## src/rtl/trimux_pkg.sv

```systemverilog
package trimux_pkg;

    // One-way path indices
    localparam int P_AB = 0;
    localparam int P_BA = 1;
    localparam int P_AC = 2;
    localparam int P_CA = 3;
    localparam int P_BC = 4;
    localparam int P_CB = 5;
    localparam int NUM_PATHS = 6;

    // Source picked for a destination port
    typedef enum logic [1:0] {
        SRC_FROM_A = 2'd0,
        SRC_FROM_B = 2'd1,
        SRC_FROM_C = 2'd2,
        SRC_SELF   = 2'd3
    } src_e;

endpackage

```

## src/rtl/trimux_path_latch.sv

```systemverilog
module trimux_path_latch #(
    parameter int W = 9
) (
    input  logic         clk,
    input  logic         rst_n,
    input  logic         le,
    input  logic [W-1:0] din,
    output logic [W-1:0] dout
);

    typedef struct packed {
        logic [W-1:0] hold;
    } state_t;

    state_t st_d;
    state_t st_q;

    always_comb begin
        st_d = st_q;
        if (!le) begin
            st_d.hold = din;
        end
        dout = le ? st_q.hold : din;
    end

    always_ff @(posedge clk or negedge rst_n) begin
        if (!rst_n) begin
            st_q <= '0;
        end else begin
            st_q <= st_d;
        end
    end

    // a held latch keeps its word across the edge
    p_hold_stable_r3: assert property (@(posedge clk) disable iff (!rst_n)
        le |=> $stable(st_q.hold));

endmodule

```

## src/rtl/trimux_route.sv

```systemverilog
module trimux_route
    import trimux_pkg::*;
#(
    parameter int W = 9
) (
    input  logic         sel0,
    input  logic         sel1,
    input  logic         pinv,
    input  logic         a_oe_n,
    input  logic         b_oe,
    input  logic         c_oe_n,
    input  logic [W-1:0] p_ab,
    input  logic [W-1:0] p_ba,
    input  logic [W-1:0] p_ac,
    input  logic [W-1:0] p_ca,
    input  logic [W-1:0] p_bc,
    input  logic [W-1:0] p_cb,
    output logic [W-1:0] a_out,
    output logic         a_drv,
    output logic [W-1:0] b_out,
    output logic         b_drv,
    output logic [W-1:0] c_out,
    output logic         c_drv
);

    localparam int PAR_BIT = W - 1;

    src_e         a_src;
    src_e         b_src;
    src_e         c_src;
    logic [W-1:0] flip_mask;
    logic [W-1:0] a_word;
    logic [W-1:0] b_word;
    logic [W-1:0] c_word;

    always_comb begin
        flip_mask          = '0;
        flip_mask[PAR_BIT] = pinv;

        if (sel1) begin
            a_src = SRC_FROM_C;
            b_src = SRC_FROM_C;
        end else if (sel0) begin
            a_src = SRC_FROM_B;
            b_src = SRC_SELF;
        end else begin
            a_src = SRC_SELF;
            b_src = SRC_FROM_A;
        end
        c_src = sel0 ? SRC_FROM_B : SRC_FROM_A;

        case (a_src)
            SRC_FROM_C: a_word = p_ca ^ flip_mask;
            SRC_FROM_B: a_word = p_ba;
            default:    a_word = p_ab;   // readback of A's own held word
        endcase

        case (b_src)
            SRC_FROM_C: b_word = p_cb ^ flip_mask;
            SRC_FROM_A: b_word = p_ab;
            default:    b_word = p_ba;   // readback of B's own held word
        endcase

        case (c_src)
            SRC_FROM_B: c_word = p_bc;
            default:    c_word = p_ac;
        endcase

        a_drv = ~a_oe_n;
        b_drv = b_oe;
        c_drv = ~c_oe_n;
        a_out = a_drv ? a_word : '0;
        b_out = b_drv ? b_word : '0;
        c_out = c_drv ? c_word : '0;
    end

endmodule

```

## src/rtl/trimux.sv

```systemverilog
module trimux
    import trimux_pkg::*;
#(
    parameter int W = 9
) (
    input  logic         clk,
    input  logic         rst_n,
    input  logic [W-1:0] a_in,
    input  logic [W-1:0] b_in,
    input  logic [W-1:0] c_in,
    input  logic         sel0,
    input  logic         sel1,
    input  logic         pinv,
    input  logic         le_ab,
    input  logic         le_ba,
    input  logic         le_ac,
    input  logic         le_ca,
    input  logic         le_bc,
    input  logic         le_cb,
    input  logic         a_oe_n,
    input  logic         b_oe,
    input  logic         c_oe_n,
    output logic [W-1:0] a_out,
    output logic         a_drv,
    output logic [W-1:0] b_out,
    output logic         b_drv,
    output logic [W-1:0] c_out,
    output logic         c_drv
);

    localparam int PAR_BIT = W - 1;

    logic [W-1:0] path_src [NUM_PATHS];
    logic [W-1:0] path_out [NUM_PATHS];
    logic         path_le  [NUM_PATHS];

    always_comb begin
        path_src[P_AB] = a_in;  path_le[P_AB] = le_ab;
        path_src[P_BA] = b_in;  path_le[P_BA] = le_ba;
        path_src[P_AC] = a_in;  path_le[P_AC] = le_ac;
        path_src[P_CA] = c_in;  path_le[P_CA] = le_ca;
        path_src[P_BC] = b_in;  path_le[P_BC] = le_bc;
        path_src[P_CB] = c_in;  path_le[P_CB] = le_cb;
    end

    for (genvar i = 0; i < NUM_PATHS; i++) begin : g_path
        trimux_path_latch #(.W(W)) u_latch (
            .clk  (clk),
            .rst_n(rst_n),
            .le   (path_le[i]),
            .din  (path_src[i]),
            .dout (path_out[i])
        );
    end

    trimux_route #(.W(W)) u_route (
        .sel0  (sel0),
        .sel1  (sel1),
        .pinv  (pinv),
        .a_oe_n(a_oe_n),
        .b_oe  (b_oe),
        .c_oe_n(c_oe_n),
        .p_ab  (path_out[P_AB]),
        .p_ba  (path_out[P_BA]),
        .p_ac  (path_out[P_AC]),
        .p_ca  (path_out[P_CA]),
        .p_bc  (path_out[P_BC]),
        .p_cb  (path_out[P_CB]),
        .a_out (a_out),
        .a_drv (a_drv),
        .b_out (b_out),
        .b_drv (b_drv),
        .c_out (c_out),
        .c_drv (c_drv)
    );

    // readback only through a held path
    p_readback_a_held_r11: assert property (@(posedge clk) disable iff (!rst_n)
        (a_drv && !sel1 && !sel0) |-> le_ab);
    p_readback_b_held_r11: assert property (@(posedge clk) disable iff (!rst_n)
        (b_drv && !sel1 && sel0) |-> le_ba);

    // transparent A-to-C transfer reaches port C
    p_c_from_a_r6: assert property (@(posedge clk) disable iff (!rst_n)
        (c_drv && !sel0 && !le_ac) |-> (c_out == a_in));

    // transparent B-to-A transfer reaches port A
    p_a_from_b_r5: assert property (@(posedge clk) disable iff (!rst_n)
        (a_drv && !sel1 && sel0 && !le_ba) |-> (a_out == b_in));

    // parity bit from C follows pinv on port A
    p_parity_flip_r9: assert property (@(posedge clk) disable iff (!rst_n)
        (a_drv && sel1 && !le_ca) |-> (a_out[PAR_BIT] == (c_in[PAR_BIT] ^ pinv)));

endmodule

```

## config.mk

```make
export PLATFORM = sky130hd
export DESIGN_NAME = trimux
export DESIGN_NICKNAME = d
export VERILOG_FILES = /design/src/rtl/trimux_pkg.sv /design/src/rtl/trimux_path_latch.sv /design/src/rtl/trimux_route.sv /design/src/rtl/trimux.sv
export SDC_FILE = /design/constraint.sdc
export NUM_CORES = 1
export LEC_CHECK = 0
export BUFFER_PORTS_ARGS = -buffer_cell sky130_fd_sc_hd__clkbuf_2
export CORE_AREA = 4 4 97 99
export CTS_CLUSTER_DIAMETER = 80
export DETAILED_ROUTE_END_ITERATION = 8
export DIE_AREA = 0 0 101 103
export GPL_TIMING_DRIVEN = 0
export PLACE_DENSITY = 0.52
export SYNTH_ARGS = -nofsm -noshare
export SYNTH_HDL_FRONTEND = slang
export SYNTH_SLANG_ARGS = --single-unit
```

## constraint.sdc

```tcl
create_clock -name clk -period 2.17 [get_ports clk]
set_clock_uncertainty 0.2 [all_clocks]
set_input_delay 0.1085 -clock clk [delete_from_list [all_inputs] [get_ports clk]]
set_output_delay 0.1085 -clock clk [all_outputs]
set_load 0.01 [all_outputs]
```

## Word-level counts from Yosys, hierarchy flattened

Cells that the tools add are included.
Widths: inputs -> output; s select.

| operators by class | value |
|---|---|
| equality and inequality tests | 4 |
| multiplexer cells | 17 |
| bitwise operators | 4 |
| reductions and logical operators | 1 |

Operator list:

| operator | count |
|---|---|
| $mux 9 | 10 |
| $pmux 9 s2 | 2 |
| $xor 9x9->9 | 2 |
| $mux 2 | 4 |
| $eq 2x1->1 const B | 2 |
| $eq 2x2->1 const B | 2 |
| $logic_not 2->1 | 1 |
| $not 1->1 | 2 |
| $mux 1 | 1 |

| storage, ports and cells | value |
|---|---|
| register bits | 54 |
| word-level logic and storage cells | 32 |

## Logic depth before layout (Yosys ltp)

| logic depth | value |
|---|---|
| word-level depth | 5 |
| gate-level depth with buffers | 4 |
| mapped depth without buffers | 3 |

## Cells and area by module

A second synthesis with hierarchy kept.

| second synthesis, totals | value |
|---|---|
| cells, all modules | 193 |
| area total of the unflattened synthesis | 2806.4 sq um |

Modules (own cells, without submodules):

| module | instances | cells each | area each (sq um) |
|---|---|---|---|
| trimux_path_latch | 6 | 19 | 371.6 |
| trimux_route | 1 | 79 | 576.8 |

## Least setup slack after synthesis

Ideal clock, no wire load.

| path | value |
|---|---|
| path kind | flip-flop to output port |
| start | register g_path[3].u_latch.st_q[8] (netlist name) |
| end | output a_out[8] |
| arrival | 1064 ps |
| path slack | 798 ps |
| cell stages (with the launch flop) | 4 |
| buffers on the path | 0 |
| path through | dfrtp_1 -> mux2_4 -> or2_0 -> a31oi_1 |

| on the way | value |
|---|---|
| word-level cells in the longest chain between the ends | 4 |

RTL lines:

| element | RTL line | RTL |
|---|---|---|
| start: declaration | trimux_path_latch.sv:16 | `state_t st_q;` |
| start signal: assignment | trimux_path_latch.sv:30 | `st_q <= st_d;` |
| $mux 9 | trimux_path_latch.sv:23 | `dout = le ? st_q.hold : din;` |
| via g_path[3].u_latch.dout[8] | trimux_path_latch.sv:8 | `output logic [W-1:0] dout` |
| $xor 9x9->9 | trimux_route.sv:53 | `SRC_FROM_C: a_word = p_ca ^ flip_mask;` |
| $pmux 9 s2 | trimux_route.sv:52 | `case (a_src)` |
| $mux 9 | trimux_route.sv:72 | `a_out = a_drv ? a_word : '0;` |
| end: declaration | trimux.sv:23 | `output logic [W-1:0] a_out,` |

The timed path passes the listed nets, and every way through them passes these cells.

## Worst setup path after layout

| path | value |
|---|---|
| start | input le_cb |
| end | output b_out[8] |

| on the way | value |
|---|---|
| word-level cells in the longest chain between the ends | 4 |

RTL lines:

| element | RTL line | RTL |
|---|---|---|
| start: declaration | trimux.sv:19 | `input logic le_cb,` |
| $mux 9 | trimux_path_latch.sv:23 |  |
| via g_path[5].u_latch.dout[8] | trimux_path_latch.sv:8 |  |
| $xor 9x9->9 | trimux_route.sv:59 | `SRC_FROM_C: b_word = p_cb ^ flip_mask;` |
| $pmux 9 s2 | trimux_route.sv:58 | `case (b_src)` |
| $mux 9 | trimux_route.sv:73 | `b_out = b_drv ? b_word : '0;` |
| end: declaration | trimux.sv:25 | `output logic [W-1:0] b_out,` |

The timed path passes the listed nets, and every way through them passes these cells.

==> summary.log <==
[clock_network] total clock buffers created by CTS 5
[global_routing] GRT met1 Usage 0.1703
[cells_and_area] largest registers g_path.u_latch.st_q: 54 flops
[global_routing] GRT met2 Usage 0.2132
[status] run status finished, final reports clean
[clock_network] clock sink count 54
[setup_path] endpoint class of the critical path primary output
[logic_synthesis] flops & latches, synth 54
[worst_hold_path] path category of the worst min-delay check primary input to flip-flop
[global_routing] pin count of the biggest net entering global routing 36
[floorplan] core area 0.008551 mm²
[place] count of input and output buffers 61
[global_routing] fraction of met3 tracks used by global routing 0.02842
[routing] per-cell routed wire length 15.66 µm
[timing] Min Clock Period, post-route 2.008 ns
[place] worst slack, placed 0.5627 ns
[run] number of max-cap violations 0
[clock_network] CTS max path bufs 2
[timing] max frequency 498.1 MHz
[cells_and_area] relative area change from synthesis to final layout 35.74%
[clock_network] post-CTS setup buffer count 0
[logic_synthesis] synthesized area divided by synthesized cell count 12.80 µm²
[pwr] fraction of power consumed by the clock network 0.267
[logic_synthesis] Yosys warnings 0
[pwr] part of the total power dissipated in combinational logic 0.218
[routing] detailed-route wire length 6374 µm
[clock_network] Skew-Pair Late Insertion Delay 0.30 ns
[floorplan] die area 0.01040 mm²
[logic_synthesis] instance count of the mapped netlist 195
[setup_path] cell depth of the worst flop-to-flop path 2
[global_routing] number of global-route vias before repair 2030
[global_routing] wire length of the first global-routing pass 10320 µm
[routing] DRC marker count from the first detailed-route iteration 73
[cells_and_area] leading cell type in the layout, fill and taps excluded sky130_fd_sc_hd__clkbuf_2
[logic_synthesis] Syn Nets 236
[cells_and_area] fraction of layout cells with a size suffix above 1 0.4482
[timing] total setup violations reported at the end of the flow 0
[floorplan] IO Pins 71
[floorplan] die boundary height 103 µm
[routing] DRC violation count after routing 0
[place] global placer's final weighted congestion 0.8019
[cells_and_area] Antenna Diode Count 0
[cells_and_area] register with the most flip-flops g_path.u_latch.st_q
[pwr] PD cells 644.5 mW/mm²
[setup_path] Startpoint Class primary input
[timing] RSZ-0062 raised after global routing no
[global_routing] gr usage total 0.1275
[floorplan] initial core utilization 0.2919
[timing] setup ws final 0.1623 ns
[pwr] switching share of power 0.2653
[global_routing] initial antenna violation count 0
[routing] drt first pass iters 4
[routing] total vias in the final route 1882
[floorplan] die boundary width 101 µm
[worst_hold_path] cell depth of the worst hold path 2
[timing] max-slew violation count 0
[cells_and_area] area used by multi-input combinational logic 0.001049 mm²
[pwr] sequential share of power 0.515
[cells_and_area] area taken by flip-flops and latches 0.001351 mm²
[timing] final period utilization 0.9252
[setup_path] highest fanout seen on the critical path 9
[clock_network] CTS tree yes
[clock_network] clock input transition at the sequential cells of the worst setup and hold paths 0.10 ns
[logic_synthesis] library cells used by synthesis 21
[setup_path] WS Path Type primary input to primary output
[pwr] net switching power of the design 0.5794 mW
[logic_synthesis] area of the mapped netlist 0.002496 mm²
[global_routing] global route overflow 0
[timing] actual transition at the worst max-transition pin 0.5679 ns
[global_routing] layer with the highest usage after global routing met2
[logic_synthesis] post-synthesis sequential area ratio 0.5414
[cells_and_area] commonest non-fill, non-tap cells in the layout sky130_fd_sc_hd__clkbuf_2, sky130_fd_sc_hd__dfrtp_1, sky130_fd_sc_hd__mux2_2
[routing] via/cell ratio 4.624
[cells_and_area] share of the core filled with cells 0.3963
[setup_path] worst path required time 1.86 ns
[cells_and_area] max reg flops 54
[timing] hold violation total from the final report 0
[pwr] cell internal pwr 1.604 mW
[timing] setup total negative slack 0 ns
[cells_and_area] fillers 831
[pwr] standby leakage power 1.564 nW
[cells_and_area] number of nets in the layout 339
[floorplan] floorplan row count 34
[timing] remaining max-slew budget at the tightest pin 0.6214
[routing] antenna violation net count after detailed routing 0
[clock_network] Clock Tree Root sky130_fd_sc_hd__clkbuf_8
[place] total half-perimeter wirelength after legalization and detailed placement 4575 µm
[clock_network] CTS H-Tree Depth 2
[setup_path] worst path arrival time 1.70 ns
[pwr] maximum VDD drop 0.2771 mV
## path summary, 6_finish.rpt
path                                           start                   endpoint  slack (ns)
min in group asynchronous                      rst_n  g_path[3].u_latch.st_q[3]        0.12
max in group asynchronous                      rst_n  g_path[1].u_latch.st_q[3]        1.06
hold / removal                                 le_ba  g_path[1].u_latch.st_q[4]        0.08
setup / recovery                               le_cb                   b_out[8]        0.16
setup reg to reg           g_path[5].u_latch.st_q[0]  g_path[5].u_latch.st_q[0]        0.65
hold reg to reg            g_path[0].u_latch.st_q[2]  g_path[0].u_latch.st_q[2]        0.30
## cells in the mapped netlist (all sizes together)
master	instances	area share
a21oi	2	0.0040
clkbuf	2	0.0030
nand3	14	0.028
a22oi	1	0.0030
mux2i	17	0.068
a31oi	2	0.0050
nor2	10	0.015
o21ai	16	0.032
nand2	3	0.0045
inv	4	0.0060
or2	2	0.0050
buf	11	0.030
nand3b	2	0.0060
dfrtp	54	0.54
mux2	54	0.25
nor2b	1	0.0025
## metrics by stage
stage | power (mW) | hold slack, ns | area [µm²] | std cells
2_1_floorplan | 1.401 | -0.3871 | 2496 | 195
3_3_place_gp | 1.564 | 0.1826 | 2937 | 364
3_5_place_dp | 1.577 | -0.06793 | 2957 | 365
4_1_cts | 2.211 | 0.08909 | 3388 | 407
5_1_grt | 2.318 | 0.07602 | 3388 | 407
6_report | 2.184 | 0.08021 | 3388 | 407
## kinds of logic after synthesis
kind of cell,synth area share
AND/OR/NAND/NOR,0.06115
flip-flops,0.5414
buffers and inverters,0.03859
multiplexers,0.3148
AO/OA/AOI/OAI,0.04411
## power by group through the flow
stage | sequential [mW] | combinational, mW | clock (mW)
2_1_floorplan | 1.14 | 0.263 | 0
3_3_place_gp | 1.14 | 0.422 | 0
3_5_place_dp | 1.15 | 0.431 | 0
4_1_cts | 1.13 | 0.485 | 0.600
5_1_grt | 1.14 | 0.527 | 0.654
6_report | 1.13 | 0.476 | 0.582
## layout make-up
cell class,instances,area share
Sequential cell,54,0.3988
Multi-Input combinational cell,124,0.3095
Timing Repair Buffer,96,0.1965
Tap cell,108,0.03988
Clock buffer,7,0.02548
Buffer,13,0.02400
Inverter,4,0.004431
Clock inverter,1,0.001477
## routing by layer
| layer | part of all wire | vias to the layer above |
|---|---|---|
| li1 | - | 895 |
| met1 | 0.47 | 924 |
| met2 | 0.47 | 58 |
| met3 | 0.055 | 5 |
| met4 | 0.0082 | 0 |
| met5 | 0 | - |
## timing repair
item / CTS / global route
endpoints found under the hold margin: 73 / 0
resized for setup: 0 / 0
hold buffers: 34 / 0
## worst max-delay path, stage by stage
cell	delay (ns)
sky130_fd_sc_hd__dlygate4sd3_1	0.55
sky130_fd_sc_hd__buf_6	0.16
sky130_fd_sc_hd__mux2_4	0.32
sky130_fd_sc_hd__or2_0	0.22
sky130_fd_sc_hd__a31oi_1	0.18
sky130_fd_sc_hd__clkbuf_2	0.16
Power figures use the tool's default switching activity.
